File: config.mk
export PLATFORM = sky130hd
export DESIGN_NAME = mp_uart_rx
export DESIGN_NICKNAME = d
export VERILOG_FILES = /design/src/rtl/mpurx_pkg.sv /design/src/rtl/mpurx_sync.sv /design/src/rtl/mpurx_frame.sv /design/src/rtl/mpurx_status.sv /design/src/rtl/mp_uart_rx.sv
export SDC_FILE = /design/constraint.sdc
export NUM_CORES = 1
export LEC_CHECK = 0
export ABC_AREA = 1
export ABC_CLOCK_PERIOD_IN_PS = 1900
export BUFFER_PORTS_ARGS = -buffer_cell sky130_fd_sc_hd__buf_2
export CORE_AREA = 2 2 77 61
export CTS_BUF_LIST = sky130_fd_sc_hd__clkbuf_2
export DETAILED_ROUTE_END_ITERATION = 7
export DIE_AREA = 0 0 79 63
export REMOVE_ABC_BUFFERS = 1
export SETUP_SLACK_MARGIN = 0.02
export SLEW_MARGIN = 20
export SYNTH_ARGS = -nofsm -noshare
export SYNTH_HDL_FRONTEND = slang
export SYNTH_SLANG_ARGS = --single-unit
File: constraint.sdc
create_clock -name clk -period 1.9 [get_ports clk]
set_input_delay 0.095 -clock clk [delete_from_list [all_inputs] [get_ports clk]]
set_output_delay 0.095 -clock clk [all_outputs]
set_load 0.02 [all_outputs]
File: src/rtl/mpurx_pkg.sv
// Shared types for the address-wake serial receiver.
package mpurx_pkg;
    // Frame engine states
    typedef enum logic [1:0] {
        RX_IDLE  = 2'd0,
        RX_START = 2'd1,
        RX_DATA  = 2'd2,
        RX_STOP  = 2'd3
    } rx_state_e;
endpackage

File: src/rtl/mpurx_sync.sv
// Synchroniser for the asynchronous serial line.
// Assumes the line idles high; the reset value is high so that reset does not look like a start bit.
module mpurx_sync #(
    parameter int STAGES = 2
) (
    input  logic clk,
    input  logic rst_n,
    input  logic din_i,
    output logic dout_o
);
    logic [STAGES-1:0] chain_q;

    // Shift the line through the flop chain
    always_ff @(posedge clk) begin
        if (!rst_n) chain_q <= '1;
        else        chain_q <= {chain_q[STAGES-2:0], din_i};
    end

    assign dout_o = chain_q[STAGES-1];
endmodule

File: src/rtl/mpurx_frame.sv
// Frame engine: finds the start bit, samples each bit at its centre and emits a one-cycle done pulse with the result.
// Assumes tick_i is the oversampling enable (OSR per bit). The multiprocessor mode is captured at the start bit.
module mpurx_frame
    import mpurx_pkg::*;
#(
    parameter int DATA_W = 8,
    parameter int OSR    = 16
) (
    input  logic              clk,
    input  logic              rst_n,
    input  logic              en_i,
    input  logic              tick_i,
    input  logic              line_i,
    input  logic              mp_mode_i,
    output logic              done_o,
    output logic [DATA_W-1:0] data_o,
    output logic              mpbit_o,
    output logic              stop_ok_o
);
    localparam int CNT_W = $clog2(OSR);
    localparam int SH_W  = DATA_W + 1;
    localparam int BIT_W = $clog2(SH_W + 1);
    localparam logic [CNT_W-1:0] MID_C  = CNT_W'(OSR / 2 - 1);
    localparam logic [CNT_W-1:0] LAST_C = CNT_W'(OSR - 1);
    localparam logic [BIT_W-1:0] LAST_MP_C = BIT_W'(DATA_W);
    localparam logic [BIT_W-1:0] LAST_PL_C = BIT_W'(DATA_W - 1);

    rx_state_e        state_q;
    logic [CNT_W-1:0] cnt_q;
    logic [BIT_W-1:0] bitn_q;
    logic [SH_W-1:0]  sh_q;
    logic             mp_q;
    logic             done_q;
    logic             stop_q;
    logic [BIT_W-1:0] last_bit;

    // Index of the final bit before the stop bit
    assign last_bit = mp_q ? LAST_MP_C : LAST_PL_C;

    // Sequence a frame on each oversampling enable
    always_ff @(posedge clk) begin
        if (!rst_n) begin
            state_q <= RX_IDLE;
            cnt_q   <= '0;
            bitn_q  <= '0;
            sh_q    <= '0;
            mp_q    <= 1'b0;
            done_q  <= 1'b0;
            stop_q  <= 1'b0;
        end else if (!en_i) begin
            state_q <= RX_IDLE;
            done_q  <= 1'b0;
        end else begin
            done_q <= 1'b0;
            if (tick_i) begin
                case (state_q)
                    RX_IDLE: begin
                        if (!line_i) begin
                            state_q <= RX_START;
                            cnt_q   <= '0;
                            mp_q    <= mp_mode_i;
                        end
                    end
                    RX_START: begin
                        if (cnt_q == MID_C) begin
                            if (line_i) begin
                                state_q <= RX_IDLE;
                            end else begin
                                state_q <= RX_DATA;
                                cnt_q   <= '0;
                                bitn_q  <= '0;
                            end
                        end else begin
                            cnt_q <= cnt_q + 1'b1;
                        end
                    end
                    RX_DATA: begin
                        if (cnt_q == LAST_C) begin
                            cnt_q  <= '0;
                            sh_q   <= {line_i, sh_q[SH_W-1:1]};
                            bitn_q <= bitn_q + 1'b1;
                            if (bitn_q == last_bit) state_q <= RX_STOP;
                        end else begin
                            cnt_q <= cnt_q + 1'b1;
                        end
                    end
                    RX_STOP: begin
                        if (cnt_q == LAST_C) begin
                            done_q  <= 1'b1;
                            stop_q  <= line_i;
                            state_q <= RX_IDLE;
                        end else begin
                            cnt_q <= cnt_q + 1'b1;
                        end
                    end
                    default: state_q <= RX_IDLE;
                endcase
            end
        end
    end

    // Align the shifted bits to the frame length
    always_comb begin
        if (mp_q) begin
            data_o  = sh_q[DATA_W-1:0];
            mpbit_o = sh_q[SH_W-1];
        end else begin
            data_o  = sh_q[SH_W-1:1];
            mpbit_o = 1'b0;
        end
    end

    assign done_o    = done_q;
    assign stop_ok_o = stop_q;

    // high line at the start-bit centre returns to idle
    p_glitch_reject_r3: assert property (@(posedge clk) disable iff (!rst_n)
        (en_i && tick_i && state_q == RX_START && cnt_q == MID_C && line_i) |=> (state_q == RX_IDLE && !done_q));

    // a disabled receiver sits idle and completes no frame
    p_idle_when_off_r11: assert property (@(posedge clk) disable iff (!rst_n)
        !en_i |=> (state_q == RX_IDLE && !done_q));
endmodule

File: src/rtl/mpurx_status.sv
// Status and wake filter: takes completed frames, applies the address-wake filter, and keeps the data register and flags.
// Assumes done_i is a one-cycle pulse and that the software strobes are one-cycle pulses.
module mpurx_status #(
    parameter int DATA_W = 8
) (
    input  logic              clk,
    input  logic              rst_n,
    input  logic              done_i,
    input  logic [DATA_W-1:0] data_i,
    input  logic              mpbit_i,
    input  logic              stop_ok_i,
    input  logic              mp_mode_i,
    input  logic              arm_set_i,
    input  logic              arm_clr_i,
    input  logic              full_clr_i,
    input  logic              err_clr_i,
    output logic [DATA_W-1:0] data_o,
    output logic              full_o,
    output logic              ferr_o,
    output logic              ovr_o,
    output logic              mpb_o,
    output logic              arm_o
);
    logic [DATA_W-1:0] data_q;
    logic full_q, ferr_q, ovr_q, mpb_q, arm_q;
    logic armed, filtered, deliver, overrun;

    // Filter decode: the arm bit counts only in multiprocessor mode
    always_comb begin
        armed    = arm_q && mp_mode_i;
        filtered = armed && !mpbit_i;
        deliver  = done_i && !filtered;
        overrun  = deliver && full_q && !full_clr_i;
    end

    // Data register and data-full flag
    always_ff @(posedge clk) begin
        if (!rst_n) begin
            data_q <= '0;
            full_q <= 1'b0;
        end else if (deliver && !overrun) begin
            data_q <= data_i;
            full_q <= 1'b1;
        end else if (full_clr_i) begin
            full_q <= 1'b0;
        end
    end

    // Error flags: setting has priority over the clear strobe
    always_ff @(posedge clk) begin
        if (!rst_n) begin
            ferr_q <= 1'b0;
            ovr_q  <= 1'b0;
        end else begin
            ferr_q <= (deliver && !stop_ok_i) || (ferr_q && !err_clr_i);
            ovr_q  <= overrun || (ovr_q && !err_clr_i);
        end
    end

    // Wake arm bit and received address-bit flag
    always_ff @(posedge clk) begin
        if (!rst_n) begin
            arm_q <= 1'b0;
            mpb_q <= 1'b0;
        end else if (arm_clr_i) begin
            arm_q <= 1'b0;
            mpb_q <= 1'b0;
        end else begin
            if (arm_set_i)                 arm_q <= 1'b1;
            else if (deliver && armed)     arm_q <= 1'b0;
            if (deliver && mp_mode_i)      mpb_q <= mpbit_i;
        end
    end

    assign data_o = data_q;
    assign full_o = full_q;
    assign ferr_o = ferr_q;
    assign ovr_o  = ovr_q;
    assign mpb_o  = mpb_q;
    assign arm_o  = arm_q;

    // a filtered frame touches no register and no flag
    p_filter_drop_r7: assert property (@(posedge clk) disable iff (!rst_n)
        (done_i && arm_q && mp_mode_i && !mpbit_i && !full_clr_i && !err_clr_i && !arm_clr_i)
        |=> ($stable(data_q) && $stable(full_q) && $stable(ferr_q) && $stable(ovr_q) && $stable(mpb_q)));

    // an address frame disarms the filter and sets the address-bit flag
    p_wake_disarm_r8: assert property (@(posedge clk) disable iff (!rst_n)
        (done_i && arm_q && mp_mode_i && mpbit_i && !arm_set_i && !arm_clr_i) |=> (!arm_q && mpb_q));

    // overrun sets the flag and keeps the old data
    p_overrun_keep_r5: assert property (@(posedge clk) disable iff (!rst_n)
        (done_i && !(arm_q && mp_mode_i && !mpbit_i) && full_q && !full_clr_i) |=> (ovr_q && $stable(data_q)));

    // disarm strobe clears the address-bit flag
    p_mpb_clear_r9: assert property (@(posedge clk) disable iff (!rst_n)
        arm_clr_i |=> (!mpb_q && !arm_q));
endmodule

File: src/rtl/mp_uart_rx.sv
// Address-wake asynchronous serial receiver top level.
// Chains the line synchroniser, the frame engine and the status/filter stage, and forms the interrupt requests.
// Assumes os_tick_i pulses OSR times per bit period.
module mp_uart_rx #(
    parameter int DATA_W = 8,
    parameter int OSR    = 16,
    parameter int SYNC_N = 2
) (
    input  logic              clk,
    input  logic              rst_n,
    input  logic              rxd_i,
    input  logic              os_tick_i,
    input  logic              rx_en_i,
    input  logic              mp_mode_i,
    input  logic              wake_set_i,
    input  logic              wake_clr_i,
    input  logic              full_clr_i,
    input  logic              err_clr_i,
    input  logic              rx_irq_en_i,
    input  logic              err_irq_en_i,
    output logic [DATA_W-1:0] rx_data_o,
    output logic              full_o,
    output logic              frame_err_o,
    output logic              overrun_o,
    output logic              addr_bit_o,
    output logic              wake_arm_o,
    output logic              rx_irq_o,
    output logic              err_irq_o
);
    logic              line_s;
    logic              f_done;
    logic [DATA_W-1:0] f_data;
    logic              f_mpbit;
    logic              f_stop;

    mpurx_sync #(.STAGES(SYNC_N)) u_sync (
        .clk    (clk),
        .rst_n  (rst_n),
        .din_i  (rxd_i),
        .dout_o (line_s)
    );

    mpurx_frame #(.DATA_W(DATA_W), .OSR(OSR)) u_frame (
        .clk       (clk),
        .rst_n     (rst_n),
        .en_i      (rx_en_i),
        .tick_i    (os_tick_i),
        .line_i    (line_s),
        .mp_mode_i (mp_mode_i),
        .done_o    (f_done),
        .data_o    (f_data),
        .mpbit_o   (f_mpbit),
        .stop_ok_o (f_stop)
    );

    mpurx_status #(.DATA_W(DATA_W)) u_status (
        .clk        (clk),
        .rst_n      (rst_n),
        .done_i     (f_done),
        .data_i     (f_data),
        .mpbit_i    (f_mpbit),
        .stop_ok_i  (f_stop),
        .mp_mode_i  (mp_mode_i),
        .arm_set_i  (wake_set_i),
        .arm_clr_i  (wake_clr_i),
        .full_clr_i (full_clr_i),
        .err_clr_i  (err_clr_i),
        .data_o     (rx_data_o),
        .full_o     (full_o),
        .ferr_o     (frame_err_o),
        .ovr_o      (overrun_o),
        .mpb_o      (addr_bit_o),
        .arm_o      (wake_arm_o)
    );

    // Interrupt requests gated by their enables
    always_comb begin
        rx_irq_o  = full_o && rx_irq_en_i;
        err_irq_o = (frame_err_o || overrun_o) && err_irq_en_i;
    end
endmodule

; ---- Word level (Yosys, flattened, before mapping)
; Index checks and enable logic that the tools add are counted.
[op_classes]
n_addsub = 2
multipliers = 0
div = 0
n_lt_le_gt_ge = 0
n_eq_ne = 13
shifts = 0
n_mux = 24
bitwise_logic = 2
n_reduce_logical = 35
[ops]
columns = cell, count
row1 = two-way mux 4 bit, 8
row2 = case mux 4 bit (4 select lines), 1
row3 = AND reduction 4 bit, 4
row4 = logical AND 1 bit, 13
row5 = two-way mux 2 bit, 6
row6 = AND reduction 6 bit, 2
row7 = "adder 4 x 1 -> 4 bit, second input constant", 2
row8 = two-way mux 8 bit, 1
row9 = "inequality test 2 x 1 -> 1 bit, second input constant", 4
row10 = case mux 2 bit (4 select lines), 1
row11 = case mux 4 bit (2 select lines), 1
row12 = zero test 1 bit, 6
row13 = two-way mux 1 bit, 6
row14 = "inequality test 2 bit, second input constant", 3
row15 = nonzero test 2 bit, 3
row16 = "equality test 2 bit, second input constant", 2
row17 = "equality test 4 x 3 -> 1 bit, second input constant", 1
row18 = equality test 4 bit, 1
row19 = "equality test 4 bit, second input constant", 1
row20 = logical OR 1 bit, 3
row21 = AND reduction 3 bit, 1
row22 = "equality test 2 x 1 -> 1 bit, second input constant", 1
row23 = zero test 2 bit, 1
row24 = inverter 1 bit, 2
row25 = 2 further kinds, 2
[word_totals]
regBits = 37
latchBits = 0
ramBits = 0
rom_bits = 0
inputBits = 12
out_inout_bits = 15
wordCells = 90
memories = 0

; ---- Longest topological paths before layout
; Gate-level depths: netlist of the first run.
[logic_depth]
word_depth = 10
depth_mapped = 9
mapped_depth_nobuf = 8

; ---- Cells and area by module
; From an unflattened synthesis of the first run, not the netlist that was laid out.
[hier_totals]
hier_cells = 258
area_unflattened_um2 = 1794.2
[by_module_without_submodules]
columns = mod, n_inst, cells_per_inst, area_per_inst_um2, seq_area_each_um2
row1 = mpurx_frame, 1, 169, 1159.9, 440.4
row2 = mpurx_status, 1, 78, 560.5, 260.2
row3 = mpurx_sync, 1, 6, 55.1, 40.0
row4 = mp_uart_rx, 1, 5, 18.8, 0.0

; ---- Worst setup path after synthesis of the first run
; OpenSTA, ideal clock, no wires.
[synth_path]
path_type = reg2reg
start = register u_frame.cnt_q[0]
end = register u_frame.bitn_q[0]
setup_ns = 0.070
arrival_ns = 1.224
path_slack_ns = 0.605
path_stages_with_launch = 9
n_path_buf = 1
synth_period_minus_slack_ns = 1.295
path_cell_list = dfxtp_1 > ha_1 > nand2_1 > nor2_1 > nand3_2 > buf_6 > a21oi_4 > nand3b_1 > a21oi_1
[synth_via]
elab_chain_len = 3
[synth_rtl]
columns = item, line_no
row1 = "start, declared", mpurx_frame.sv:29  ; logic [CNT_W-1:0] cnt_q;
row2 = "start signal, assigned", mpurx_frame.sv:74  ; cnt_q <= cnt_q + 1'b1;
row3 = "start signal, assigned", mpurx_frame.sv:84  ; cnt_q <= cnt_q + 1'b1;
row4 = "start signal, assigned", mpurx_frame.sv:93  ; cnt_q <= cnt_q + 1'b1;
row5 = equality test 4 bit / equality test 4 x 3 -> 1 bit (equally long branches), "mpurx_frame.sv:78, mpurx_frame.sv:65"
row6 = inequality test 2 x 1 -> 1 bit (no line), -
row7 = AND reduction 6 bit (no line) *, -
row8 = "end signal, assigned", mpurx_frame.sv:81  ; bitn_q <= bitn_q + 1'b1;
row9 = "end, declared", mpurx_frame.sv:30  ; logic [BIT_W-1:0] bitn_q;
; Every way passes the cells marked *; elsewhere a longest branch is shown, timed or not.
; A chain may end at the register's enable or synchronous reset.

; ---- Final worst setup path of the first run
[layout_path]
start = register u_frame.sh_q[8]
end = register u_status.arm_q, in the netlist u_status.arm_o
[layout_via]
elab_chain_len = 7
[layout_rtl]
columns = item, line_no
row1 = "start, declared", mpurx_frame.sv:31  ; logic [SH_W-1:0] sh_q;
row2 = "start signal, assigned", mpurx_frame.sv:80  ; sh_q <= {line_i, sh_q[SH_W-1:1]};
row3 = two-way mux 1 bit, mpurx_frame.sv:104  ; if (mp_q) begin
row4 = zero test 1 bit, mpurx_status.sv:31  ; filtered = armed && !mpbit_i;
row5 = logical AND 1 bit, mpurx_status.sv:31
row6 = zero test 1 bit, mpurx_status.sv:32  ; deliver = done_i && !filtered;
row7 = logical AND 1 bit, mpurx_status.sv:32
row8 = logical AND 1 bit, mpurx_status.sv:70  ; else if (deliver && armed) arm_q <= 1'b0;
row9 = nonzero test 2 bit (no line), -
row10 = "end signal, assigned", mpurx_status.sv:66  ; arm_q <= 1'b0;
row11 = "end signal, assigned", mpurx_status.sv:69  ; if (arm_set_i) arm_q <= 1'b1;
row12 = "end signal, assigned", mpurx_status.sv:70
row13 = "end, declared", mpurx_status.sv:25  ; logic full_q, ferr_q, ovr_q, mpb_q, arm_q;
; No other way between the ends.

==> results of run 1 <==
## per-stage QoR
stage | total power, µW | util (%) | cells | cell area [µm²] | setup WS (ns)
floorplan | 827 | - | 225 | 1630 | 0.438
global placement | 855 | 44.0 | 313 | 1870 | 0.520
detailed placement | 855 | 44.0 | 313 | 1870 | 0.460
CTS | 1210 | 46.8 | 329 | 1990 | 0.230
global route | 1240 | 46.8 | 329 | 1990 | 0.0618
finish | 1200 | 46.8 | 329 | 1990 | 0.248
## critical path, cell delays in order (launching register included)
cell and delay (ns):
dfxtp_2 0.40, nand2_1 0.06, nand3_1 0.06, nand2_1 0.06, inv_1 0.15, nand2_1 0.10, a21oi_1 0.13, nor2_1 0.05
dlygate4sd3_1 0.55
## cells in the final DEF, fill, tap and decap left out, drive strengths merged
cell type,synthesis,layout
a21oi,36,36
and2,1,1
buf,4,31
clkbuf,4,5
clkinv,0,3
dfxtp,37,37
dlygate4sd3,0,8
ha,2,2
inv,24,24
nand2,55,55
nand3,22,22
nand3b,2,2
nand4,2,2
nor2,17,17
o21a,1,1
o21ai,20,20
or2,3,3
xnor2,1,1
xor2,2,2
## flip-flops by register name, summed over array words and instances, names as in the netlist, named ones only
name	flops
u_frame.sh_q	9
u_status.ferr_o	1
u_frame.bitn_q	4
u_frame.cnt_q	4
u_status.full_o	1
u_frame.stop_ok_o	1
u_frame.mp_q	1
u_status.arm_o	1
u_status.ovr_o	1
u_frame.done_o	1
u_sync.chain_q	2
u_status.data_o	8
u_frame.state_q	1
u_status.mpb_o	1
## final timing paths
kind                                        start                 to  cells after the start
worst max-delay path              u_frame.sh_q[8]     u_status.arm_o                      8
worst min-delay path                        rst_n    u_frame.sh_q[8]                      4
worst max register to register    u_frame.sh_q[8]     u_status.arm_o                      8
worst min register to register  u_sync.chain_q[0]  u_sync.chain_q[1]                      1
## power by group
part	switching [µW]	leakage, µW	internal, µW
combinational	34.9	0.000459	32.1
clock	263	0.0000278	80.6
sequential	3.47	0.000299	781
total	302	0.000786	894
## synth_stat cells (all sizes together)
master,n
ha,2
nand2,55
nand3b,2
nor2,17
o21a,1
dfxtp,37
xnor2,1
xor2,2
and2,1
a21oi,36
or2,3
clkbuf,4
buf,4
inv,24
nand4,2
nand3,22
o21ai,20
## final cells by class
| type | instances | area share, % |
|---|---|---|
| multi-input combinational | 164 | 40.3 |
| timing repair buffer | 39 | 12.4 |
| inverter | 24 | 4.52 |
| sequential | 37 | 37.2 |
| tap | 57 | 3.58 |
| clock buffer | 5 | 1.26 |
| clock inverter | 3 | 0.628 |
## per-layer routing
layer	share of wire [%]	global-route usage (%)
met1	51	20.2
met2	44	24.9
met3	4.4	4.48
met4	1.0	4.53
met5	0	0
## repair_timing
action                     in CTS  in global routing
hold endpoints to repair        8                  0
hold buffers                    8                  0
gates resized for setup         0                  1
setup endpoints to repair       0                  1
## cell families after synthesis
kind of cell | share of synthesized area [%]
flip-flops | 44.2
adder cells (fa/ha/maj) | 1.49
AND/OR/NAND/NOR | 27.0
buffers and inverters | 7.84
XOR/XNOR | 1.57
AO/OA/AOI/OAI | 17.8
==> run metrics, run 1 <==
1st-iter DRT viols 65; CTS Root Cell clkbuf_2; Slew headroom slightly below 80%; clock sinks 37; f_max about 610 MHz; row count 21; worst min-delay path category input port to flip-flop; ANT nets after route 0; clock skew 0.0203 ns; status complete, no violations; FF+latch count, synth 37; H-Tree Depth 2; Critical Path End Type flip-flop; Clock Pin Slew Worst Setup and Hold Paths 0.20 ns; hold_ws around 0.12 ns; # DRC 0; DR WL/cell 10.6 µm; global-route wire length before repair slightly above 6000 µm; actual slew at the worst max-slew pin 0.343 ns; max_cap viols 0; Setup Fix Bufs, Post-CTS 0; largest cells by area after synthesis dfxtp_1 44%, nand2_1 12%, a21oi_1 10%, nand3_1 6.3%, o21ai_0 5.1%; Tcrit/Tclk final 86.9%; final wirelength 3490 µm; Distinct cells, synth 25; first-pass iteration count of the detailed router 4; vias per cell 4.75; Clock Path Buffers 2; CTS tree yes; post-synth top area cell dfxtp_1; fill count 449; post-synthesis cell area 0.00168 mm²; critical path class flip-flop to flip-flop; Max FO, Critical Path 6; Cells after Synth 233; vias in the first global route around 1500; Initial Util 39.4%; Multi-input gate area 803 µm²; pwr dens about 600 mW/mm²; Final GP Congestion 0.745; flop-to-flop setup slack 0.25 ns; Layout area overhead 18.9%; nets@finish between 200 and 300; grt ovf 0; Antenna diodes 0; register area share after synthesis roughly 44%; die area 0.00498 mm²; # IOs 27; CTS Buf Count 5; Slew Viols, Final 0; final setup TNS 0 ns; final setup vio count 0; Clock Latency Late Sink 0.39 ns; Yosys top cell area share between 40% and 50%; Max VDD drop 0.000412 V; unrepaired setup endpoints after global routing false; Detail Placement HPWL ~2500 µm; Chip Height 63 µm; Ys Warns 0; initial antenna violation count 0; GRT Total Usage 15.5%; Core Box Area 0.00426 mm²; hold violation count in the final report 0; pin count of the biggest net entering global routing 21; Leak 0.000786 µW; IO buf count 26; Vias 1563; layout cell share with drive strength beyond 1 around 18%; Post-Syn Area per Cell 7.19 µm²; WP data arrival 1.93 ns; Crit path required time 2.18 ns; Die Width 79 µm; Startpoint Class flip-flop; Min Clock Period, post-route between 1.5 and 2 ns; FF/Latch Area 742 µm²
(Power assumes the default switching activity.)
==> inputs of run 2 (changes only) <==
CORE_AREA = 2 2 78 62   (was 2 2 77 61)
DIE_AREA = 0 0 80 64   (was 0 0 79 63)
==> run 2 against run 1 <==
  * Largest cell class unchanged
  * Final cell count fell by 0.61%
  * Global-route usage fell by 0.19 points
  * Hold slack got worse by 0.025 ns
  * Critical path depth did not move
  * Via count fell by 0.13%
  * Highest routed layer unchanged
  * Die area rose by 2.9%
  * Clock skew fell by 0.0046 ns
  * Sequential power barely moved
  * Critical endpoint unchanged
==> run metrics, run 2 (same netlist as run 1, synthesis figures left out) <==
critical path class flip-flop to flip-flop; vias in the first global route 1486; Min Clock Period, post-route 1.67 ns; global-route wire length before repair 6260 µm; actual slew at the worst max-slew pin 0.384 ns; 1st-iter DRT viols 55; kind of cell adding the most delay to the critical path buffers and inverters; Detail Placement HPWL 2510 µm; die area 0.00512 mm²; final wirelength 3490 µm; Slew headroom 74.4%; CTS Buf Count 5; most common cell after layout, fill and taps aside nand2_1; Critical Path End Type flip-flop; final setup vio count 0; final setup TNS 0 ns; grt ovf 0; internal power 899 µW; f_max 601 MHz; GRT Total Usage approximately 15%; layout cell share with drive strength beyond 1 17.4%; max_cap viols 0; Antenna diodes 0; CTS tree yes; ANT nets after route 0; Initial Util 38.9%; Tcrit/Tclk final 87.6%; Reg power frac between 60% and 70%; clock skew 0.0157 ns; Slew Viols, Final 0; sw power 288 µW; Crit. Startpoint u_frame.sh_q[8]; Clock Latency Late Sink 0.38 ns; worst min-delay path category input port to flip-flop; H-Tree Depth 2; Max VDD drop ~0.00047 V; pin count of the biggest net entering global routing 21; Max FO, Critical Path 6; Startpoint Class flip-flop; Crit path required time about 2.2 ns; # IOs 27; nets@finish between 200 and 300; Die Width 80 µm; first-pass iteration count of the detailed router 4; Layout area overhead 18.1%; Largest register FFs 9; most frequent cells in the layout 54 x nand2_1, 37 x dfxtp_1, 35 x a21oi_1; clock sinks 37; Chip Height 64 µm; pwr dens 600 mW/mm²; hold violation count in the final report 0; Comb power frac 5.6%; RR Startpoint u_frame.sh_q[8]; initial antenna violation count 0; IO buf count 26; Vias 1561; Core Box Area 0.00431 mm²; unrepaired setup endpoints after global routing false; min-delay src os_tick_i; vias per cell 4.77; CTS Root Cell clkbuf_2; most used cell, CP nand2_1; crit-path max cell delay about 0.54 ns; DR WL/cell around 11 µm; Clock Pin Slew Worst Setup and Hold Paths 0.18 ns; WP data arrival 1.94 ns; # DRC 0; Leak 0.000780 µW; Critical-path top delay cell dlygate4sd3_1; CP bufs+invs 2; row count 21; crit path cell chain nand2_1, nand3_1, nand2_1, inv_1, nand2_1, a21oi_1, nor2_1, dlygate4sd3_1; Final GP Congestion 0.769; final core area utilization 45.9%; sw frac 24.3%; clock share of power 28.3%; Clock Path Buffers 2; status complete, no violations; fill count 481; Biggest register u_frame.sh_q
==> run 2: cell types whose count changed in the layout (fill, tap and decap cells not counted) <==
cell | previous run | this run
clkbuf_2 | 5 | 6
buf_4 | 5 | 4
dfxtp_2 | 1 | 0
clkinv_2 | 1 | 0
dfxtp_1 | 36 | 37
clkinv_1 | 2 | 1
==> run 2: power groups by stage <==
stage / clock network [µW] / registers, µW / logic [µW]
2_1_floorplan: 0 / 802 / 25.2
3_3_place_gp: 0 / 800 / 55.2
3_5_place_dp: 0 / 800 / 54.9
4_1_cts: 353 / 785 / 67.2
5_1_grt: 387 / 786 / 76.3
6_report: 336 / 785 / 67.0
==> run 2: final cells by class <==
cell class / instances / area (µm²) / area share (%)
Clock buffer: 6 / 30.0 / 1.52
Clock inverter: 1 / 3.75 / 0.190
Inverter: 24 / 90.1 / 4.55
Multi-Input combinational cell: 164 / 803 / 40.6
Sequential cell: 37 / 741 / 37.4
Tap cell: 57 / 71.3 / 3.60
Timing Repair Buffer: 38 / 240 / 12.1
==> run 2: what timing repair did <==
action	4_1_cts	5_1_grt
hold endpoints to repair	8	0
gates resized for setup	0	0
hold buffers	8	0
setup endpoints to repair	0	0
setup buffers	0	0
==> run 2: metal layers <==
| metal | GRT usage, % | vias up | share of wire, % |
|---|---|---|---|
| li1 | - | 841 | - |
| met1 | 20.7 | 688 | 53 |
| met2 | 24.1 | 27 | 42 |
| met3 | 4.38 | 5 | 4.5 |
| met4 | 3.81 | 0 | 0.97 |
| met5 | 0 | - | 0 |
==> run 2: worst paths after layout <==
path / endpoint / slack (ns) / cells after the start
hold reg to reg: u_sync.chain_q[1] / 0.44 / 1
setup reg to reg: u_status.arm_o / 0.23 / 8
setup / recovery: u_status.arm_o / 0.23 / 8
hold / removal: flip-flop / 0.1 / 5
==> run 2: tightest hold or removal path, delay by kind of cell <==
family	cells	cell delay (ns)
AND/OR/NAND/NOR	3	0.20
buffers and inverters	1	0.10
AO/OA/AOI/OAI	1	0.06
==> run 2: through the flow <==
stage | hold slack, ns | power, µW | worst slack, ns | std cells | area (µm²)
2_1_floorplan | 0.202 | 827 | 0.438 | 225 | 1630
3_3_place_gp | 0.281 | 856 | 0.327 | 312 | 1870
3_5_place_dp | 0.284 | 855 | 0.277 | 312 | 1870
4_1_cts | 0.0782 | 1200 | 0.245 | 327 | 1980
5_1_grt | 0.112 | 1250 | 0.0234 | 327 | 1980
6_report | 0.0994 | 1190 | 0.235 | 327 | 1980
